File: config.mk
export PLATFORM = sky130hd
export DESIGN_NAME = dma_xfer_engine
export DESIGN_NICKNAME = d
export VERILOG_FILES = /design/src/rtl/dma_eng_pkg.sv /design/src/rtl/dma_eng_datapath.sv /design/src/rtl/dma_eng_ctrl.sv /design/src/rtl/dma_xfer_engine.sv
export SDC_FILE = /design/constraint.sdc
export NUM_CORES = 1
export LEC_CHECK = 0
export CELL_PAD_IN_SITES_DETAIL_PLACEMENT = 0
export CELL_PAD_IN_SITES_GLOBAL_PLACEMENT = 1
export CORE_MARGIN = 2
export CORE_UTILIZATION = 31
export DETAILED_ROUTE_END_ITERATION = 10
export HOLD_SLACK_MARGIN = 0.08
export PLACE_DENSITY = 0.88
export SKIP_CTS_REPAIR_TIMING = 1
export SLEW_MARGIN = 20
export SYNTH_ARGS = -nofsm -noshare
export SYNTH_HDL_FRONTEND = slang
export SYNTH_HIERARCHICAL = 1
export SYNTH_SLANG_ARGS = --single-unit
File: constraint.sdc
create_clock -name clk -period 2.8 [get_ports clk]
set_input_delay 0.56 -clock clk [delete_from_list [all_inputs] [get_ports clk]]
set_output_delay 0.56 -clock clk [all_outputs]
set_load 0.005 [all_outputs]
File: src/rtl/dma_eng_pkg.sv
package dma_eng_pkg;

  localparam logic [1:0] SEL_ADDR  = 2'd0;
  localparam logic [1:0] SEL_COUNT = 2'd1;
  localparam logic [1:0] SEL_DIR   = 2'd2;

  typedef enum logic [1:0] {
    ST_IDLE = 2'd0,
    ST_WAIT = 2'd1,
    ST_XFER = 2'd2
  } engStateT;

  // strobes from control to datapath
  typedef struct packed {
    logic wrAllow;  // register writes permitted
    logic loadLen;  // capture remaining length at start
    logic step;     // one byte moved this cycle
    logic bump;     // status-phase shortening on this byte
  } dpStrobeT;

endpackage

File: src/rtl/dma_eng_datapath.sv
module dma_eng_datapath
  import dma_eng_pkg::*;
#(
  parameter int XFER_W = 14,
  parameter int DIR_W  = 8
) (
  input  logic              clk,
  input  logic              rstN,
  input  logic              regWrEn,
  input  logic              regByteWr,
  input  logic [1:0]        regSel,
  input  logic [XFER_W-1:0] regWrData,
  input  dpStrobeT          ctl,
  output logic [XFER_W-1:0] addrQ,
  output logic [XFER_W-1:0] countQ,
  output logic [DIR_W-1:0]  dirQ,
  output logic [XFER_W:0]   leftQ
);

  localparam int HI_W = XFER_W - 8;
  localparam logic [XFER_W:0] FULL_LEN = (XFER_W+1)'(1) << XFER_W;

  logic              hiNext;
  logic [XFER_W-1:0] negLen;
  logic [XFER_W:0]   startLen;
  logic [XFER_W-1:0] cntInc;
  logic [XFER_W:0]   leftDec;

  always_comb begin
    negLen   = (~countQ) + 1'b1;
    startLen = (countQ == '0) ? FULL_LEN : {1'b0, negLen};
    cntInc   = ctl.bump ? XFER_W'(2) : XFER_W'(1);
    leftDec  = ctl.bump ? (XFER_W+1)'(2) : (XFER_W+1)'(1);
  end

  always_ff @(posedge clk) begin
    if (!rstN) begin
      addrQ  <= '0;
      countQ <= '0;
      dirQ   <= '0;
      leftQ  <= '0;
      hiNext <= 1'b1;
    end else begin
      if (ctl.wrAllow && regWrEn) begin
        case (regSel)
          SEL_ADDR: begin
            if (regByteWr) begin
              if (hiNext) begin
                addrQ  <= {regWrData[HI_W-1:0], 8'h00};
                hiNext <= 1'b0;
              end else begin
                addrQ  <= addrQ | {{HI_W{1'b0}}, regWrData[7:0]};
                hiNext <= 1'b1;
              end
            end else begin
              addrQ <= regWrData;
            end
          end
          SEL_COUNT: countQ <= regWrData;
          SEL_DIR:   dirQ   <= regWrData[DIR_W-1:0];
          default: ;
        endcase
      end
      if (ctl.loadLen) leftQ <= startLen;
      if (ctl.step) begin
        addrQ  <= addrQ + 1'b1;
        countQ <= countQ + cntInc;
        leftQ  <= leftQ - leftDec;
      end
    end
  end

  assert_count_step_R4: assert property (@(posedge clk) disable iff (!rstN)
    (ctl.step && !ctl.bump) |=> countQ == XFER_W'($past(countQ) + 1'b1));

  assert_count_bump_R7: assert property (@(posedge clk) disable iff (!rstN)
    (ctl.step && ctl.bump) |=> countQ == XFER_W'($past(countQ) + 2'd2));

  assert_addr_step_R4: assert property (@(posedge clk) disable iff (!rstN)
    ctl.step |=> addrQ == XFER_W'($past(addrQ) + 1'b1));

  assert_hold_when_idle_R10: assert property (@(posedge clk) disable iff (!rstN)
    (!ctl.step && !(ctl.wrAllow && regWrEn)) |=> ($stable(countQ) && $stable(addrQ)));

endmodule

File: src/rtl/dma_eng_ctrl.sv
module dma_eng_ctrl
  import dma_eng_pkg::*;
#(
  parameter int XFER_W      = 14,
  parameter int DIR_W       = 8,
  parameter int START_DELAY = 3
) (
  input  logic             clk,
  input  logic             rstN,
  input  logic             startReq,
  input  logic [DIR_W-1:0] dirQ,
  input  logic [XFER_W:0]  leftQ,
  input  logic             busStatusPhase,
  input  logic             busInValid,
  input  logic             busOutReady,
  output dpStrobeT         ctl,
  output logic             busy,
  output logic             busInReady,
  output logic             busOutValid,
  output logic             memWe,
  output logic             dmaEnd,
  output logic             intReq,
  output logic             donePulse
);

  localparam int DLY_W    = (START_DELAY > 1) ? $clog2(START_DELAY) : 1;
  localparam int DLY_INIT = (START_DELAY > 0) ? START_DELAY - 1 : 0;

  engStateT         state;
  logic [DLY_W-1:0] dly;
  logic             dirIn;
  logic             xferOn;
  logic             fire;
  logic             lastByte;

  always_comb begin
    dirIn       = (dirQ == DIR_W'(1));
    xferOn      = (state == ST_XFER);
    fire        = xferOn && (dirIn ? busInValid : busOutReady);
    lastByte    = (leftQ == (XFER_W+1)'(1));
    busy        = (state != ST_IDLE);
    busInReady  = xferOn && dirIn;
    busOutValid = xferOn && !dirIn;
    memWe       = fire && dirIn;
    ctl.wrAllow = (state == ST_IDLE);
    ctl.loadLen = (state == ST_IDLE) && startReq;
    ctl.step    = fire;
    ctl.bump    = fire && !dirIn && busStatusPhase && (leftQ == (XFER_W+1)'(3));
  end

  always_ff @(posedge clk) begin
    if (!rstN) begin
      state     <= ST_IDLE;
      dly       <= '0;
      dmaEnd    <= 1'b0;
      intReq    <= 1'b0;
      donePulse <= 1'b0;
    end else begin
      donePulse <= fire && lastByte;
      case (state)
        ST_IDLE: begin
          if (startReq) begin
            dmaEnd <= 1'b0;
            intReq <= 1'b0;
            if (START_DELAY == 0) begin
              state <= ST_XFER;
            end else begin
              state <= ST_WAIT;
              dly   <= DLY_W'(DLY_INIT);
            end
          end
        end
        ST_WAIT: begin
          if (dly == '0) state <= ST_XFER;
          else           dly   <= dly - 1'b1;
        end
        ST_XFER: begin
          if (fire && lastByte) begin
            state  <= ST_IDLE;
            dmaEnd <= 1'b1;
            intReq <= 1'b1;
          end
        end
        default: state <= ST_IDLE;
      endcase
    end
  end

  assert_done_single_R8: assert property (@(posedge clk) disable iff (!rstN)
    donePulse |=> !donePulse);

  assert_done_flags_R8: assert property (@(posedge clk) disable iff (!rstN)
    donePulse |-> (dmaEnd && intReq && !busy));

  assert_start_latency_R9: assert property (@(posedge clk) disable iff (!rstN)
    ((START_DELAY > 0) && $rose(busy)) |-> (!busInReady && !busOutValid));

  assert_stall_no_done_R10: assert property (@(posedge clk) disable iff (!rstN)
    (xferOn && !fire) |=> (!donePulse && busy));

endmodule

File: src/rtl/dma_xfer_engine.sv
module dma_xfer_engine
  import dma_eng_pkg::*;
#(
  parameter int XFER_W      = 14,
  parameter int DIR_W       = 8,
  parameter int START_DELAY = 3
) (
  input  logic              clk,
  input  logic              rstN,
  input  logic              regWrEn,
  input  logic              regByteWr,
  input  logic [1:0]        regSel,
  input  logic [XFER_W-1:0] regWrData,
  output logic [XFER_W-1:0] addrQ,
  output logic [XFER_W-1:0] countQ,
  output logic [DIR_W-1:0]  dirQ,
  input  logic              startReq,
  input  logic              busStatusPhase,
  input  logic              busInValid,
  input  logic [7:0]        busInData,
  output logic              busInReady,
  output logic              busOutValid,
  output logic [7:0]        busOutData,
  input  logic              busOutReady,
  output logic [XFER_W-1:0] memAddr,
  output logic              memWe,
  output logic [7:0]        memWrData,
  input  logic [7:0]        memRdData,
  output logic              busy,
  output logic              dmaEnd,
  output logic              intReq,
  output logic              donePulse
);

  dpStrobeT        ctl;
  logic [XFER_W:0] leftQ;

  dma_eng_datapath #(.XFER_W(XFER_W), .DIR_W(DIR_W)) uDatapath (
    .clk       (clk),
    .rstN      (rstN),
    .regWrEn   (regWrEn),
    .regByteWr (regByteWr),
    .regSel    (regSel),
    .regWrData (regWrData),
    .ctl       (ctl),
    .addrQ     (addrQ),
    .countQ    (countQ),
    .dirQ      (dirQ),
    .leftQ     (leftQ)
  );

  dma_eng_ctrl #(.XFER_W(XFER_W), .DIR_W(DIR_W), .START_DELAY(START_DELAY)) uCtrl (
    .clk            (clk),
    .rstN           (rstN),
    .startReq       (startReq),
    .dirQ           (dirQ),
    .leftQ          (leftQ),
    .busStatusPhase (busStatusPhase),
    .busInValid     (busInValid),
    .busOutReady    (busOutReady),
    .ctl            (ctl),
    .busy           (busy),
    .busInReady     (busInReady),
    .busOutValid    (busOutValid),
    .memWe          (memWe),
    .dmaEnd         (dmaEnd),
    .intReq         (intReq),
    .donePulse      (donePulse)
  );

  assign memAddr    = addrQ;
  assign memWrData  = busInData;
  assign busOutData = memRdData;

endmodule

# Word-level counts from Yosys, hierarchy flattened
# Index checks and enable logic that the tools add are counted.
# word_totals
wordCells,81
out_inout_bits,73
reg_bits,58
# op_classes
muxes,25
n_bitwise,2
add_sub_neg,5
n_reduce_logical,29
eq_ne,11
# op_table
cell,n
14-bit two-way mux,8
15-bit two-way mux,3
14-bit by 1-bit adder with 14-bit output (second input constant),2
15-bit by 1-bit equality test with 1-bit output (second input constant),1
15-bit by 2-bit equality test with 1-bit output (second input constant),1
15-bit subtractor,1
14-bit adder,1
14-bit zero test,1
2-bit two-way mux,7
14-bit NOT,1
14-bit by 8-bit OR with 14-bit output,1
2-bit nonzero test,7
3-bit AND reduction,4
1-bit logical AND,10
8-bit by 1-bit equality test with 1-bit output (second input constant),1
2-bit zero test,3
2-bit inequality test (second input constant),3
2-bit case mux with 3 select lines,1
2-bit AND reduction,3
2-bit by 1-bit equality test with 1-bit output (second input constant),2
2-bit equality test (second input constant),2
1-bit two-way mux,4
2-bit case mux with 2 select lines,1
2-bit by 1-bit inequality test with 1-bit output (second input constant),1
other kinds (3),3

# Logic depth before layout (Yosys ltp)
# Gate-level depths: netlist of the first run.
# depth
word_depth,9
mapped_depth,12

# Hierarchy
# The synthesis of the first run kept the hierarchy.
# by_module_without_submodules
mod,instances,area_per_inst_um2,seq_area_each_um2,cells_each
dma_eng_datapath,1,3265.6,1041.0,431
dma_eng_ctrl,1,441.7,120.1,58
dma_xfer_engine,1,225.2,0.0,30

# Worst setup path after synthesis of the first run
# No wires, ideal clock.
# synth_timing
path_type,register to register
startpoint,register uDatapath.dirQ[5]
endpoint,register uDatapath.leftQ[10]
n_path_buf,2
setup_ps,117
period_less_slack_ps,2964
stages_incl_launch_ff,12
arrival_time_ps,2847
setup_slack_ps,-164
cell_sequence,dfxtp_1 > or4_4 > or3_4 > and2_1 > nor2_1 > buf_4 > inv_1 > clkbuf_1 > or3_2 > o311ai_0 > o41ai_1 > a22o_1
# synth_between
elab_chain_len,9
word_cells_on_any_way,11
classes_between,add/sub (1); eq/ne (1); mux (3); reduce/logical (6)
# synth_lines
element,line_no,rtl
"start, declared",dma_eng_datapath.sv:16,"output logic [DIR_W-1:0] dirQ,"
"start signal, assigned",dma_eng_datapath.sv:60,SEL_DIR: dirQ <= regWrData[DIR_W-1:0];
8-bit by 1-bit equality test with 1-bit output *,dma_eng_ctrl.sv:37,dirIn = (dirQ == DIR_W'(1));
1-bit two-way mux *,dma_eng_ctrl.sv:39,fire = xferOn && (dirIn ? busInValid : busOutReady);
1-bit logical AND *,dma_eng_ctrl.sv:39,
named net uCtrl.fire,dma_eng_ctrl.sv:33,logic fire;
1-bit logical AND (3 in series),dma_eng_ctrl.sv:48,ctl.bump = fire && !dirIn && busStatusPhase && (leftQ == (XFER_W+1)'(3));
2-bit two-way mux,dma_eng_datapath.sv:33,leftDec = ctl.bump ? (XFER_W+1)'(2) : (XFER_W+1)'(1);
15-bit subtractor,dma_eng_datapath.sv:68,leftQ <= leftQ - leftDec;
15-bit two-way mux,dma_eng_datapath.sv:65,if (ctl.step) begin
"end signal, assigned",dma_eng_datapath.sv:64,if (ctl.loadLen) leftQ <= startLen;
"end signal, assigned",dma_eng_datapath.sv:68,
"end, declared",dma_eng_datapath.sv:17,output logic [XFER_W:0] leftQ
# Mark *: on every way through the listed nets, which the timed path passes. The rest lies on a longest branch.
# A chain may end at the register's enable or synchronous reset.

==> summary.md, run 1 <==
| Metric | Value |
|---|---|
| Yosys cell types | `69` |
| Synth area leaders | `dfxtp_1, a21oi_1, buf_4, nand2_1, nor2_1` |
| Yosys reg bits | `58` |
| IO Count | `113` |
| H-Tree Depth | `3` |
| Post-Syn Nets | `568` |
| Max_cap viols | `0` |
| Hold crit path type | `flip-flop to flip-flop` |
| Initial Util | `31.4%` |
| First drt pass iteration count | `5` |
| Top post-synthesis cells by count | `dfxtp_1, a21oi_1, nand2_1, nor2_1, buf_4` |
| Setup ws final | `-0.000871 ns` |
| VDD IR max | `280 uV` |
| CTS Buffer Depth | `2` |
| Total power | `3.96 mW` |
| Main combinational cell family by area after synthesis | `simple AND/OR/NAND/NOR gates` |
| Startpoint Class | `flip-flop` |
| Mapped Cells | `519` |
| Yosys top cell area share | `29.5%` |
| Mux contribution to synthesized area | `1.34%` |
| Core ar. | `0.0125 sq mm` |
| Post-synth EDFFs | `0` |
| Synth Area per Inst | `7.58 sq um` |
| Place WS | `-0.362 ns` |
| Synthesized area | `0.00393 sq mm` |
| DIE AREA | `0.0136 sq mm` |
| Fillers | `1255` |
| Post-Synth Simple-Gate Area | `29.2%` |
| CTS tree | `yes` |
| Gpl congestion | `0.922` |
| Remaining antenna violation count | `0` |
| LEAKAGE | `2.19 nW` |
| Critical path class | `flip-flop to flip-flop` |
| Total track usage | `18.9%` |
| Pin count of the biggest net entering global routing | `32` |
| Vias in the first global route | `4286` |
| Worst-path fanout max | `19` |
| Storage cell area | `0.00116 sq mm` |
| Clk_skew | `0.00548 ns` |
| Area Overhead vs Synth | `45.1%` |
| DRC violations left | `0` |
| DR vias/cell | `5.45` |
| Synth Area in XOR/XNOR | `2.67%` |
| Drt total wl | `13.2 mm` |
| Detail Placement HPWL | `9.35 mm` |
| Remaining Overflow, GRT | `0` |
| # diodes | `0` |
| Root buffer cell | `clkbuf_16` |
| Post-route cell area | `0.00571 sq mm` |
| Final setup fails | `1` |
| Failing checks | `setup timing` |
| Clock latency at the later pin of the worst-skew pair | `0.33 ns` |
| CP Data Arrival Time | `3.05 ns` |
| Slew Limit Headroom | `60.0%` |
| Worst hold stages | `2` |
| Row count | `41` |
| Fin crit share | `100%` |
| DR WL/cell | `16.5 um` |
| Area occupied by multi-input gates | `0.00255 sq mm` |
| TritonCTS sink count | `58` |
| Die Ht | `117 um` |
| PwrDens | `694 mW/mm^2` |
| Ratio of cells with drive above 1 in the final layout | `22.0%` |
| Post-synth top area cell | `dfxtp_1` |
| R2R cell count | `13` |
| RSZ-0062 raised after global routing | `yes` |
| Post-route minimum period | `2.80 ns` |
| Synth Area in Compound Gates | `23.9%` |
| Max Clock Freq | `0.357 GHz` |
| Final net count | `676` |
| I/O Buffers | `80` |
| Reg clk slew, reported paths | `0.05 ns` |
| Status | `finished with violations` |
| Actual slew at the worst max-slew pin | `0.595 ns` |
| Global-route wire length before repair | `20.3 mm` |
| Crit path required time | `3.05 ns` |
| Adder-Cell Fraction of Synth Area | `3.25%` |
| Area of placed instances | `0.00515 sq mm` |
| Slew Viols, Final | `0` |
| Die width | `117 um` |
| CTS Buf Count | `9` |
| DR vias | `4384` |
| Critical Path Sink Type | `flip-flop` |
| Seq/Total Area, Yosys | `29.5%` |
| Initial antenna violation count | `0` |
| Most common cell in the synthesized netlist | `dfxtp_1` |
| Final hold violations | `0` |
| Main synth FF type | `dfxtp_1` |
| Hold WS | `0.516 ns` |
| YS warnings | `6` |
| Ys async rst share | `0%` |
| DRT iter0 DRCs | `336` |
## metrics by stage
step | util, % | cells | TNS, ns
after global routing | 45.6 | 804 | -0.394
after floorplan | - | 519 | -0.0852
after CTS | 43.8 | 800 | -1.05
final | 45.6 | 804 | -0.000871
after global placement | 41.1 | 784 | -2.46
after detailed placement | 41.1 | 784 | -3.27
## cell type report
class,count,share of cell area [%]
multi-input cells,387,44.7
repair buffers,154,24.2
inverters,17,1.16
clock inverters,6,1.84
clock buffers,10,4.01
well taps,172,3.77
flip-flops and latches,58,20.4
## worst max-delay path: stages (launching register included)
cell and delay (ns):
dfxtp_2 0.31, or4_4 0.57, buf_4 0.17, o21ai_2 0.15
and2_4 0.19, nor2_4 0.03, buf_6 0.13, buf_4 0.14
buf_12 0.15, a21o_1 0.20, or2_2 0.31, nand2_1 0.07
a21oi_1 0.08, a211oi_2 0.20
## report_power, final
part / total (mW) / switching (mW) / internal [mW]
sequential: 1.06 / 0.128 / 0.930
clock: 1.26 / 0.400 / 0.864
combinational: 1.64 / 0.831 / 0.808
## state kept, by name, summed over array words and instances (netlist names)
name / cells
uDatapath/addrQ: 14
uCtrl/donePulse: 1
uDatapath/leftQ: 15
uDatapath/dirQ: 8
uDatapath/countQ: 14
uCtrl/dly: 2
uCtrl/intReq: 1
uCtrl/state: 2
uDatapath/hiNext: 1
## path summary, 6_finish.rpt
path / from / endpoint / slack, ns
max: uDatapath/dirQ[7] / uDatapath/addrQ[6] / -0.0009
min: uCtrl/dly[0] / uCtrl/dly[0] / 0.52
max reg2reg: uDatapath/dirQ[7] / uDatapath/addrQ[6] / -0.0009
min reg2reg: uCtrl/dly[0] / uCtrl/dly[0] / 0.52
## per-layer routing
metal / GRT usage, % / part of all wire, %
met2: 33.0 / 51
met3: 3.84 / 5.5
met1: 22.6 / 42
met4: 8.08 / 2.1
met5: 0 / 0
## cell families after synthesis
group                      after synthesis
and+or+nand+nor                        218
DFF                                     58
adders and majority gates                9
AOI/OAI and AO/OA                      143
xor gates and xnor gates                12
muxes                                    5
buffers and inverters                   74
## placed cells by master, fill, tap and decap left out, types with 3 or more instances in the layout
cell,netlist,final
a311oi_1,4,4
xor2_1,3,3
o21a_1,8,8
nand2b_1,12,11
and2_1,8,7
o211ai_1,4,4
inv_1,17,15
nor3_2,0,4
a21o_1,5,5
and4_1,5,3
a31oi_1,8,8
nor2b_1,4,4
nor2_4,0,3
a21oi_1,52,51
or3_4,2,3
and3_1,5,5
mux2i_1,3,3
a221oi_1,5,5
buf_6,0,3
or4_4,2,3
nor3_1,19,15
clkdlybuf4s50_1,0,80
xnor2_1,9,9
or3_1,5,5
bufinv_16,0,3
nand2_1,46,45
nand3_1,27,25
dfxtp_1,58,57
nor4_1,10,7
nand4_1,8,8
o21ai_0,16,16
o31ai_1,6,6
ha_1,7,5
clkinv_2,0,3
or2_2,7,5
a211oi_1,6,5
nor2_1,44,40
buf_4,32,70
clkbuf_16,0,9
(Power assumes the default switching activity.)
==> run 2, diff against run 1 <==
--- a/config.mk
+++ b/config.mk
@@ -10,6 +10,7 @@
 export CORE_MARGIN = 2
 export CORE_UTILIZATION = 31
 export DETAILED_ROUTE_END_ITERATION = 10
+export GPL_TIMING_DRIVEN = 1
 export HOLD_SLACK_MARGIN = 0.08
 export PLACE_DENSITY = 0.88
 export SKIP_CTS_REPAIR_TIMING = 1
==> results of run 2 <==
Same layout as run 1: the final DEF is identical, and so are final timing and power.
==> run 3, diff against run 2 <==
--- a/config.mk
+++ b/config.mk
@@ -12,7 +12,9 @@
 export DETAILED_ROUTE_END_ITERATION = 10
 export GPL_TIMING_DRIVEN = 1
 export HOLD_SLACK_MARGIN = 0.08
+export MAX_ROUTING_LAYER = met4
 export PLACE_DENSITY = 0.88
+export REMOVE_ABC_BUFFERS = 1
 export SKIP_CTS_REPAIR_TIMING = 1
 export SLEW_MARGIN = 20
 export SYNTH_ARGS = -nofsm -noshare
==> run 3 against run 2 <==
The run still ends with setup timing left. Wire length hardly changed. Core utilization is 0.64 points lower. Sequential power hardly changed. Cell area is 1.4% lower. Fmax is 1.4% lower. Largest power group unchanged. Highest routed layer unchanged.
==> summary.md, run 3 (same netlist as run 1, synthesis figures left out) <==
| Metric | Value |
|---|---|
| Top Registers | `uDatapath/leftQ (15), uDatapath/addrQ (14), uDatapath/countQ (14)` |
| Max_cap viols | `0 (unchanged)` |
| VDD IR max | `327 uV (+17%)` |
| Clock latency at the later pin of the worst-skew pair | `0.33 ns (about the same)` |
| Final setup fails | `2 (+1)` |
| Clk_skew | `0.00770 ns (+0.00222 ns)` |
| Final hold violations | `0 (unchanged)` |
| DR vias | `4346 (-0.87%)` |
| Die width | `117 um (unchanged)` |
| Critical path class | `flip-flop to flip-flop` |
| Post-route minimum period | `2.84 ns (+0.0395 ns)` |
| Area Overhead vs Synth | `43.1%` |
| Drt total wl | `13.2 mm (about the same)` |
| Area occupied by multi-input gates | `0.00254 sq mm (-0.25%)` |
| Hold WS | `0.515 ns (-0.00104 ns)` |
| Logic pwr share | `41.2% (-0.2 points)` |
| Max reg flops | `15 (unchanged)` |
| Worst-path fanout max | `4 (-15)` |
| Fillers | `1275 (+1.6%)` |
| Storage cell area | `0.00116 sq mm (unchanged)` |
| CTS tree | `yes` |
| Remaining antenna violation count | `0 (unchanged)` |
| R2R cell count | `10 (-3)` |
| Hold crit path type | `flip-flop to flip-flop` |
| Startpoint Class | `flip-flop` |
| Worst hold stages | `2 (unchanged)` |
| Sw power | `1.33 mW (-2.4%)` |
| Status | `finished with violations` |
| CTS Buffer Depth | `2 (unchanged)` |
| Total track usage | `19.8% (+0.89 points)` |
| Clk pwr share | `31.3% (-0.6 points)` |
| Vias in the first global route | `4224 (-1.4%)` |
| Worst reg2reg path endpoint | `uDatapath/addrQ[13]` |
| TritonCTS sink count | `58 (unchanged)` |
| IO Count | `113 (unchanged)` |
| Crit path required time | `3.02 ns (-0.03 ns)` |
| GR Util met2 | `32.4% (-0.58 points)` |
| Grt peak-use layer | `met2` |
| Critical Path Sink Type | `flip-flop` |
| Pin count of the biggest net entering global routing | `21 (-34%)` |
| Sw Share | `34.7% (+0.36 points)` |
| Failing checks | `setup timing` |
| Max Clock Freq | `0.352 GHz (-1.4%)` |
| Row count | `41 (unchanged)` |
| H-Tree Depth | `3 (unchanged)` |
| DR WL/cell | `16.6 um (+0.90%)` |
| Initial antenna violation count | `0 (unchanged)` |
| Top reg by flops | `uDatapath/leftQ` |
| Remaining Overflow, GRT | `0 (unchanged)` |
| Int Power | `2.50 mW (-4.0%)` |
| Reg power frac | `27.5% (+0.8 points)` |
| Slowest cell on crit path | `or4_4` |
| First drt pass iteration count | `5 (unchanged)` |
| Final net count | `669 (-1.0%)` |
| Setup ws final | `-0.0404 ns (-0.0395 ns)` |
| R2R setup slack | `-0.04 ns (-0.04 ns)` |
| Core ar. | `0.0125 sq mm (unchanged)` |
| PwrDens | `680 mW/mm^2 (-2.1%)` |
| Place WS | `-0.279 ns (+0.0823 ns)` |
| Ratio of cells with drive above 1 in the final layout | `21.0% (-1.0 points)` |
| Slew Limit Headroom | `64.9% (+4.8 points)` |
| Reg-to-Reg Start | `uDatapath/dirQ[6]` |
| CTS Buf Count | `9 (unchanged)` |
| Actual slew at the worst max-slew pin | `0.523 ns (-0.0722 ns)` |
| Detail Placement HPWL | `9.71 mm (+3.8%)` |
| # diodes | `0 (unchanged)` |
| M1 GR Usage | `24.0% (+1.4 points)` |
| Met3 Use GR | `5.50% (+1.7 points)` |
| RSZ-0062 raised after global routing | `yes` |
| LEAKAGE | `2.16 nW (-1.0%)` |
| Total power | `3.82 mW (-3.5%)` |
| Initial Util | `31.4% (unchanged)` |
| DRC violations left | `0 (unchanged)` |
| Cell seen most often among critical-path stages | `and4_4` |
| Area of placed instances | `0.00510 sq mm (-1.0%)` |
| Most common cell after layout, fill and taps aside | `clkdlybuf4s50_1` |
| WHS Endpoint | `uCtrl/dly[0]` |
| Reg clk slew, reported paths | `0.05 ns (about the same)` |
| Most frequent cells in the layout | `clkdlybuf4s50_1, buf_4, dfxtp_1` |
| DIE AREA | `0.0136 sq mm (unchanged)` |
| Root buffer cell | `clkbuf_16` |
| Slew Viols, Final | `0 (unchanged)` |
| Post-route cell area | `0.00563 sq mm (-1.4%)` |
| I/O Buffers | `80 (unchanged)` |
| DRT iter0 DRCs | `299 (-11%)` |
| Die Ht | `117 um (unchanged)` |
| CP Data Arrival Time | `3.06 ns (about the same)` |
| CP max stage delay | `0.58 ns (about the same)` |
| Gpl congestion | `0.907 (-1.6%)` |
| Fin crit share | `101% (+1.4 points)` |
| Hold_sp | `uCtrl/dly[0]` |
| Global-route wire length before repair | `20.6 mm (+1.3%)` |
| Crit path cell chain | `or4_4 -> or3_4 -> and2_4 -> nor2_4 -> buf_6 -> and4_4 -> and4_4 -> nand4_1 -> and3_1 -> o31a_1` |
| DR vias/cell | `5.45 (about the same)` |
==> run 3: changes by cell type in the layout (fill, tap and decap cells not counted), sizes merged <==
cell and delta:
buf -7, bufinv -1, clkbuf +1, clkdlybuf4s50 -1
clkinv -1, clkinvlp +1, dlymetal6s2s +1
==> run 3: power by group through the flow <==
stage	clock (mW)	sequential [mW]	combinational [mW]
global route	1.26	1.07	1.72
global placement	0	1.05	1.42
finish	1.20	1.05	1.57
CTS	1.21	1.04	1.47
detailed placement	0	1.05	1.46
floorplan	0	1.06	0.809
==> run 3: stage by stage <==
step	utilization (%)	setup TNS, ns	std cells
global placement	40.7	-3.88	778
CTS	43.3	-2.28	794
detailed placement	40.7	-4.21	778
global route	45.0	-0.735	797
finish	45.0	-0.0766	797
floorplan	-	-52.07	462
==> run 3: how the worst max path moves through the flow <==
stage	to	start	depth (start not counted)	slack (ns)
floorplan	uDatapath/leftQ[10]	uDatapath/dirQ[5]	9	-1.90
global placement	uDatapath/addrQ[13]	busInValid	11	-0.27
detailed placement	uDatapath/addrQ[13]	busInValid	11	-0.28
CTS	uDatapath/leftQ[8]	uDatapath/leftQ[0]	10	-0.30
global route	uDatapath/leftQ[9]	uDatapath/leftQ[7]	11	-0.11
finish	uDatapath/addrQ[13]	uDatapath/dirQ[6]	10	-0.04
==> run 3: worst max-delay path: cells and delay by family (launching register included) <==
kind	cells	cell delay (ns)
flops	1	0.32
compound gates	1	0.23
simple gates	8	2.05
buf+inv	1	0.12
==> run 3: area by class of cell <==
cell class / instances / share of cell area, %
Clock buffer: 11 / 4.31
Multi-Input combinational cell: 387 / 45.2
Inverter: 17 / 1.13
Sequential cell: 58 / 20.7
Tap cell: 172 / 3.82
Clock inverter: 5 / 1.38
Timing Repair Buffer: 147 / 23.5
==> run 3: layer usage <==
| metal | share of wire, % | up-vias |
|---|---|---|
| met1 | 43 | 2075 |
| met4 | 1.5 | 0 |
| li1 | - | 2077 |
| met5 | 0 | - |
| met3 | 7.1 | 22 |
| met2 | 49 | 172 |
